===== src/rtl/pixel_grab.sv =====
module pixel_grab #(
  parameter int ROWS = 18,
  parameter int COLS = 18,
  parameter int PW = 6,
  localparam int NPIX = ROWS * COLS,
  localparam int IW = $clog2(NPIX)
) (
  input  logic          clk,
  input  logic          rst_n,
  input  logic          reg_wr,
  input  logic          reg_rd,
  input  logic          pix_sof,
  input  logic          pix_valid,
  input  logic [IW-1:0] pix_idx,
  input  logic [PW-1:0] pix_data,
  output logic [PW+1:0] rd_data
);

  typedef enum logic [1:0] {ST_IDLE, ST_WAIT, ST_HUNT} grab_st_e;

  grab_st_e      st;
  logic [IW-1:0] ptr;
  logic          vld;
  logic [PW-1:0] val;

  wire hunting = (st == ST_HUNT) || (st == ST_WAIT && pix_sof);
  wire hit     = hunting && pix_valid && (pix_idx == ptr);
  wire take    = reg_rd && !reg_wr && vld;
  wire [IW-1:0] ptr_nxt = (ptr == IW'(NPIX - 1)) ? '0 : ptr + 1'b1;

  always_ff @(posedge clk) begin
    if (!rst_n) begin
      st  <= ST_IDLE;
      ptr <= '0;
      vld <= 1'b0;
      val <= '0;
    end else if (reg_wr) begin
      st  <= ST_WAIT;
      ptr <= '0;
      vld <= 1'b0;
    end else if (take) begin
      st  <= ST_WAIT;
      ptr <= ptr_nxt;
      vld <= 1'b0;
    end else if (hit) begin
      st  <= ST_IDLE;
      vld <= 1'b1;
      val <= pix_data;
    end else if (st == ST_WAIT && pix_sof) begin
      st <= ST_HUNT;
    end else if (st == ST_IDLE && reg_rd) begin
      st <= ST_WAIT;
    end
  end

  assign rd_data = vld ? {ptr == '0, 1'b1, val} : '0;

endmodule


===== config.mk =====
export PLATFORM = sky130hd
export DESIGN_NAME = pixel_grab
export DESIGN_NICKNAME = d
export VERILOG_FILES = /design/src/rtl/pixel_grab.sv
export SDC_FILE = /design/constraint.sdc
export NUM_CORES = 1
export LEC_CHECK = 0
export BUFFER_PORTS_ARGS = -buffer_cell sky130_fd_sc_hd__buf_4
export CELL_PAD_IN_SITES_DETAIL_PLACEMENT = 1
export CELL_PAD_IN_SITES_GLOBAL_PLACEMENT = 1
export CORE_ASPECT_RATIO = 0.75
export CORE_MARGIN = 2
export CORE_UTILIZATION = 39
export CTS_CLUSTER_SIZE = 30
export DETAILED_ROUTE_END_ITERATION = 12
export PLACE_DENSITY_LB_ADDON = 0.1
export SLEW_MARGIN = 20
export SYNTH_ARGS = -nofsm -noshare
export SYNTH_HDL_FRONTEND = slang
export SYNTH_SLANG_ARGS = --single-unit
export TNS_END_PERCENT = 30

===== constraint.sdc =====
create_clock -name clk -period 5 [get_ports clk]
set_input_delay 1 -clock clk [delete_from_list [all_inputs] [get_ports clk]]
set_output_delay 1 -clock clk [all_outputs]
set_load 0.01 [all_outputs]

# After elaboration in Yosys (flattened, before gate mapping)
# Cells that the tools add are included.
# word_totals
ff_bits	18
latch_bits	0
mem_bits_rw	0
mem_bits_ro	0
in_bits	21
out_inout_bits	8
wordCells	36
memories	0
# op_classes
n_addsub	1
mul	0
n_div	0
n_lt_le_gt_ge	0
eq_ne	4
shifts	0
n_mux	7
bitwise_logic	3
n_reduce_logical	16
# op_table
cell	count
adder 9 x 1 -> 9 bit, second input constant	1
== test 9 bit	1
== test 9 bit, second input constant	1
zero test 9 bit	1
2-to-1 mux 9 bit	1
2-to-1 mux 8 bit	1
logical AND 1 bit	6
nonzero test 5 bit	1
2-to-1 mux 2 bit	2
OR reduction 4 bit	1
2-to-1 mux 1 bit	3
inverter 1 bit	3
AND reduction 3 bit	1
OR reduction 3 bit	1
== test 2 x 1 -> 1 bit, second input constant	1
== test 2 bit, second input constant	1
zero test 2 bit	1
nonzero test 2 bit	1
OR reduction 2 bit	1
zero test 1 bit	1
logical OR 1 bit	1

# Depth between registers and ports, before layout
# Gate-level depths: netlist (run 1).
# depth
word_depth	8
depth_mapped	5
ltp_nobuf	5

# Worst setup path before layout (run 1)
# OpenSTA, ideal clock, no wires.
# synth_path
path_type	register to output
from	reg ptr[0]
to	out rd_data[7]
t_arrival_ps	1257
required_time_ps	4000
setup_slack_ps	2743
stages_incl_launch_ff	5
n_path_buf	0
cell_sequence	dfxtp_1 > inv_1 > ha_1 > or4bb_1 > nor3_1
# synth_between
elab_chain_cells	2
# synth_rtl
item	line_no	rtl
start, declared	22	logic [IW-1:0] ptr;
start signal, assigned	43	ptr <= ptr_nxt;
zero test 9 bit	56	assign rd_data = vld ? {ptr == '0, 1'b1, val} : '0;
2-to-1 mux 8 bit	56	
end, declared	16	output logic [PW+1:0] rd_data
# Every way passes these cells.

# Final worst setup path (run 1)
# Ends and elaborated chain as after synthesis.

==> results of run 1 <==
[metrics by stage]
stage / setup slack (ns) / hold slack (ns) / util / cells
after global placement: 2.66 / 0.438 / 0.525 / 175
final: 2.32 / 0.466 / 0.541 / 179
after floorplan: 2.74 / 0.430 / - / 116
after global routing: 2.20 / 0.496 / 0.541 / 179
after detailed placement: 2.56 / 0.451 / 0.525 / 175
after CTS: 2.29 / 0.469 / 0.541 / 179
[cell usage after synthesis]
| cell | n |
|---|---|
| nor4_1 | 2 |
| or4bb_1 | 1 |
| o211ai_1 | 1 |
| and2_1 | 6 |
| nand3_1 | 2 |
| inv_1 | 3 |
| or3_4 | 1 |
| ha_1 | 2 |
| nor3b_1 | 2 |
| nor4_4 | 1 |
| a21oi_1 | 5 |
| nor3_1 | 4 |
| nor2b_1 | 1 |
| o21a_1 | 2 |
| xnor2_1 | 16 |
| nand2_1 | 19 |
| nor2_1 | 10 |
| and3b_1 | 1 |
| or4_4 | 1 |
| dfxtp_1 | 18 |
| o21bai_4 | 1 |
| mux2i_1 | 6 |
| nand4_1 | 4 |
| clkbuf_1 | 2 |
| buf_4 | 1 |
| nand2b_1 | 2 |
| nand3b_1 | 2 |
[per-layer routing]
| layer | track usage | wire length [um] | up-vias | part of all wire |
|---|---|---|---|---|
| met5 | 0 | 0 | - | 0 |
| met1 | 0.254 | 1320 | 417 | 0.51 |
| met4 | 0.0400 | 14 | 0 | 0.0054 |
| li1 | - | - | 451 | - |
| met3 | 0.0518 | 108 | 2 | 0.042 |
| met2 | 0.318 | 1140 | 23 | 0.44 |
[state kept, by name (all words and copies together) (netlist names)]
| signal | count |
|---|---|
| ptr | 9 |
| val | 6 |
| st | 2 |
| vld | 1 |
[cells by family (layout without fill, tap and decap cells)]
family	after synthesis	after routing
muxes	6	6
buffers and inverters	6	35
adders and majority gates	2	2
DFF	18	18
xor gates and xnor gates	16	16
and+or+nand+nor	59	59
AOI/OAI and AO/OA	9	9
[layout make-up]
type	count	area, um2
Clock buffer	4	36.3
Fill cell	292	1090
Inverter	3	11.3
Multi-Input combinational cell	92	618
Sequential cell	18	360
Tap cell	34	42.5
Timing Repair Buffer	28	210
[worst max-delay path, cell delays in order (launching register included)]
cell	delay, ns
dfxtp_1	0.38
inv_1	0.10
ha_1	0.14
or4bb_1	0.47
nor3_1	0.14
buf_4	0.15
[worst max-delay path by stage]
stage	cells past startpoint	startpoint	slack (ns)	to
after floorplan	4	ptr[0]	2.74	rd_data[7]
after detailed placement	5	reg_rd	2.56	val[3]
after global placement	5	ptr[0]	2.66	rd_data[7]
final	5	ptr[0]	2.32	rd_data[7]
after global routing	5	ptr[0]	2.20	rd_data[7]
after CTS	5	ptr[0]	2.29	rd_data[7]
[power by group through the flow]
stage / sequential [mW] / combinational (mW) / clock, mW
detailed placement: 0.148 / 0.0280 / 0
CTS: 0.145 / 0.0282 / 0.0920
global placement: 0.148 / 0.0269 / 0
global route: 0.145 / 0.0303 / 0.0984
finish: 0.145 / 0.0278 / 0.0893
floorplan: 0.148 / 0.0116 / 0
==> run summary, run 1 <==
Post-CTS Resized -> 0
Largest family of logic cells by synthesized area -> simple AND/OR/NAND/NOR gates
H-Tree Level Count -> 1
Synthesis Warnings -> 0
Sequential share of power -> 0.553
HP Class -> register to register
Pwr dens -> 205 nW/um2
Reg2reg start -> vld
# hold bufs at CTS -> 0
Pwr Total -> 262 uW
Synth Area per Inst -> 8.66 um2
Final instance area -> 1280 um2
Top cells by area, synth -> dfxtp_1, xnor2_1, nand2_1
Endpoints failing setup -> 0
Die area -> 3000 um2
Vias in the first global route -> 866
Most frequent cells in the layout -> buf_4, nand2_1, dfxtp_1
Ports -> 29
CP arrival -> 1.68 ns
R2R depth -> 4
Top cell type's share of synthesized area -> 0.359
Switch share -> 0.219
Core Region -> 2360 um2
RD Place Congestion -> 0.768
Setup TNS -> 0 ns
Average wire per standard cell -> 14.4 um
Initial antenna violation count -> 0
Global route overflow -> 0
Synthesized flop and latch total -> 18
Max cap viols -> 0
Multiplexer share of the synthesized area -> 0.0598
Reg-to-reg slack, setup -> 3.22 ns
Clock slew at reported path FFs -> 0.11 ns
Clk_skew -> 0.00813 ns
Switching power -> 57.3 uW
Setup repair bufs after CTS -> 0
CTS tree -> built
# nets final -> 169
Fin. Hold Viols -> 0
CTS root buf -> clkbuf_4
Most common cell after layout, fill and taps aside -> buf_4
CP Capture Type -> primary output
Via density -> 4.99
Port-buffer cells -> 28
Clk pwr share -> 0.341
TritonCTS buffer count -> 3
Mapped cell area -> 1000 um2
Area leader, netlist -> dfxtp_1
First-pass GRT wire length -> 4280 um
Antenna Nets Post-Route -> 0
Minimum clock period -> 2.68 ns
Comb pwr share -> 0.106
Final Slew Violations -> 0
Worst rel slew slack -> 0.615
Hold Path Sink -> val[4]
DIE HEIGHT -> 48.0 um
Iteration-0 DRC Markers -> 43
RSZ-0062 raised after global routing -> false
Area grow syn2layout -> 27.3%
Hold Crit Start -> val[4]
Row Count -> 15
Total length of routed wires -> 2580 um
Peak VDD IR -> 0.129 mV
Number of library cell types mapped by synthesis -> 27
Clock sink count -> 18
Die Span X -> 62.6 um
Fraction of the mapped netlist area in compound gates -> 0.0660
Initial Util -> 0.425
Share of cells above drive strength 1 -> 0.248
Final Cycle Share -> 0.535
Worst hold path stage count -> 2
Total number of vias -> 893
Sequential fraction of the synthesis area -> 0.359
Worst slew pin tran -> 0.573 ns
Crit path kind -> register to primary output
Fmax -> 374 MHz
Post-Syn Nets -> 139
Leak -> 0.461 nW
Crit path required time -> 4.00 ns
Status -> complete, no violations
Post-Synth Adder-Cell Area -> 0.0249
Worst r2r dst -> val[3]
Post-DP Area -> 1240 um2
XOR/XNOR share of the synthesized area -> 0.139
N_diodes -> 0
Setup crit start kind -> register
Clock latency on the worst-skew pair -> 0.29 ns
GRT Overall Usage -> 0.190
DRT Pass-1 Iters -> 4
Largest net degree at the start of global routing -> 15
Drt drc -> 0
CTS Buffer Depth -> 2
Simple-Gate Fraction of Synth Area -> 0.325
Cell Int Power -> 205 uW
Detailed Place HPWL -> 2120 um
Worst-path fanout max -> 5
Post-Synthesis Cells -> 116
Note: power is estimated with default switching activity, not from simulation.
==> inputs of run 2 (changes only) <==
--- a/config.mk
+++ b/config.mk
@@ -10,7 +10,7 @@
 export CELL_PAD_IN_SITES_GLOBAL_PLACEMENT = 1
 export CORE_ASPECT_RATIO = 0.75
 export CORE_MARGIN = 2
-export CORE_UTILIZATION = 39
+export CORE_UTILIZATION = 33
 export CTS_CLUSTER_SIZE = 30
 export DETAILED_ROUTE_END_ITERATION = 12
 export PLACE_DENSITY_LB_ADDON = 0.1
==> constraint.sdc (replaced) <==
create_clock -name clk -period 2.3 [get_ports clk]
set_input_delay 0.46 -clock clk [delete_from_list [all_inputs] [get_ports clk]]
set_output_delay 0.46 -clock clk [all_outputs]
set_load 0.01 [all_outputs]
==> run summary, run 2 (synthesis gave the netlist of run 1 again) <==
Worst r2r dst -> val[4]
Antenna Nets Post-Route -> 0 (unchanged)
Detailed Place HPWL -> 2100 um (-1.0%)
Peak-usage layer in the global routing report -> met1
Fmax -> 478 MHz
First-pass GRT wire length -> 4310 um (+0.79%)
Setup TNS -> 0 ns (unchanged)
RSZ-0062 raised after global routing -> false
Most common cell after layout, fill and taps aside -> buf_4
DRT Pass-1 Iters -> 4 (unchanged)
Peak VDD IR -> 0.340 mV (+160%)
Clock latency on the worst-skew pair -> 0.25 ns (-0.04 ns)
Pwr dens -> 462 nW/um2 (+130%)
CTS tree -> built
Post-CTS Resized -> 0 (unchanged)
Final Cycle Share -> 0.909
Sequential share of power -> 0.530 (-0.023)
Max reg flops -> 9 (unchanged)
Average wire per standard cell -> 14.4 um (-0.54%)
# nets final -> 169 (unchanged)
Area grow syn2layout -> 28.3%
Met2 usage -> 0.237 (-0.0814)
Hold Crit Start -> val[1]
HP Class -> register to register
Die area -> 3510 um2 (+17%)
Vias in the first global route -> 883 (+2.0%)
RD Place Congestion -> 0.760 (-1.0%)
Initial Util -> 0.345 (-0.0801)
Max cap viols -> 0 (unchanged)
N_diodes -> 0 (unchanged)
CP Capture Type -> primary output
CP peak stage delay -> 0.46 ns (about the same)
Worst slew pin tran -> 0.591 ns (+0.0181 ns)
Port-buffer cells -> 28 (unchanged)
Ports -> 29 (unchanged)
# hold bufs at CTS -> 0 (unchanged)
Clk_skew -> 0.00472 ns (-0.00341 ns)
Switch share -> 0.218 (about the same)
R2R depth -> 4 (unchanged)
Reg2reg start -> vld
TritonCTS buffer count -> 3 (unchanged)
Minimum clock period -> 2.09 ns
Clk pwr share -> 0.370 (+0.029)
Setup repair bufs after CTS -> 0 (unchanged)
GR Util met1 -> 0.252 (-0.00256)
Top Family by Delay on Critical Path -> simple AND/OR/NAND/NOR gates
Share of cells above drive strength 1 -> 0.243 (-0.00522)
Switching power -> 130 uW (+130%)
Total number of vias -> 892 (-0.11%)
Global route overflow -> 0 (unchanged)
Setup crit start kind -> register
Cell Int Power -> 465 uW (+130%)
Most frequent cells in the layout -> buf_4, nand2_1, dfxtp_1
Core Region -> 2910 um2 (+23%)
Hold Path Sink -> val[1]
GRT Overall Usage -> 0.170 (-0.0198)
Worst path slowest cell -> or4bb_1
Worst rel slew slack -> 0.603 (-0.0122)
Die Span X -> 67.7 um (+8.2%)
Drt drc -> 0 (unchanged)
Status -> complete, no violations
Via density -> 4.90 (-1.8%)
Clock sink count -> 18 (unchanged)
Fin. Hold Viols -> 0 (unchanged)
Total length of routed wires -> 2610 um (+1.1%)
Final Slew Violations -> 0 (unchanged)
Endpoints failing setup -> 0 (unchanged)
Post-DP Area -> 1250 um2 (+0.40%)
Crit path required time -> 1.84 ns (-2.16 ns)
Leak -> 0.462 nW (+0.13%)
Initial antenna violation count -> 0 (unchanged)
Met3 Use GR -> 0.0411 (-0.0106)
Worst-path cell chain -> inv_1 > ha_1 > or4bb_1 > nor3_1 > buf_4
Worst hold path stage count -> 2 (unchanged)
Largest net degree at the start of global routing -> 15 (unchanged)
CP arrival -> 1.63 ns (-0.05 ns)
DIE HEIGHT -> 51.8 um (+8.0%)
CTS Buffer Depth -> 2 (unchanged)
Worst path bufs/invs -> 2 (unchanged)
Worst-path fanout max -> 5 (unchanged)
Largest regs -> ptr x9, val x6, st x2
Iteration-0 DRC Markers -> 30 (-30%)
Row Count -> 17 (+2)
H-Tree Level Count -> 1 (unchanged)
CTS root buf -> clkbuf_8
Crit path kind -> register to primary output
Reg-to-reg slack, setup -> 0.52 ns (-2.70 ns)
Most flop-heavy register -> ptr
Comb pwr share -> 0.100 (-0.006)
Clock slew at reported path FFs -> 0.07 ns (-0.04 ns)
Final instance area -> 1290 um2 (+0.78%)
## run 2: cell types whose count changed in the layout (fill, tap and decap cells not counted), sizes merged
cell and change:
clkbuf -1
## run 2: layout make-up
class,instances,area [um2]
clock buffers,3,41.3
fillers,351,1630
inverters,3,11.3
multi-input cells,92,618
flip-flops and latches,18,360
well taps,38,47.5
repair buffers,28,210
## run 2: power by group through the flow
stage / Sequential, mW / Clock [mW] / Combinational, mW
after global placement: 0.322 / 0 / 0.0586
after global routing: 0.316 / 0.237 / 0.0663
final: 0.315 / 0.220 / 0.0595
after detailed placement: 0.323 / 0 / 0.0602
after floorplan: 0.322 / 0 / 0.0252
after CTS: 0.315 / 0.232 / 0.0605
## run 2: metal layers
layer / share of wire / vias up / wire length [um]
met5: 0 / - / 0
met4: 0.010 / 0 / 27
met3: 0.051 / 2 / 132
met2: 0.41 / 20 / 1080
met1: 0.53 / 420 / 1370
li1: - / 450 / -
## run 2: worst max path at each step
stage,end,from,slack [ns],cells after the start
global placement,val[2],pix_idx[7],0.49,5
finish,rd_data[7],ptr[0],0.21,5
floorplan,rd_data[7],ptr[0],0.58,4
detailed placement,val[4],reg_rd,0.41,5
global route,rd_data[7],ptr[0],0.1,5
CTS,rd_data[7],ptr[0],0.20,5
## run 2: stage by stage
step	std cells	hold slack, ns	setup WS, ns	power [mW]	util
final	182	0.457	0.210	0.595	0.442
after floorplan	116	0.430	0.583	0.347	-
after detailed placement	179	0.450	0.405	0.383	0.428
after global placement	179	0.439	0.487	0.381	0.428
after CTS	182	0.458	0.197	0.608	0.442
after global routing	182	0.466	0.0960	0.618	0.442
## run 2: worst register-to-register path, delay by kind of cell, from the launching register on
family / cells / cell delay (ns)
simple gates: 3 / 1.00
flops: 1 / 0.45
mux: 1 / 0.25
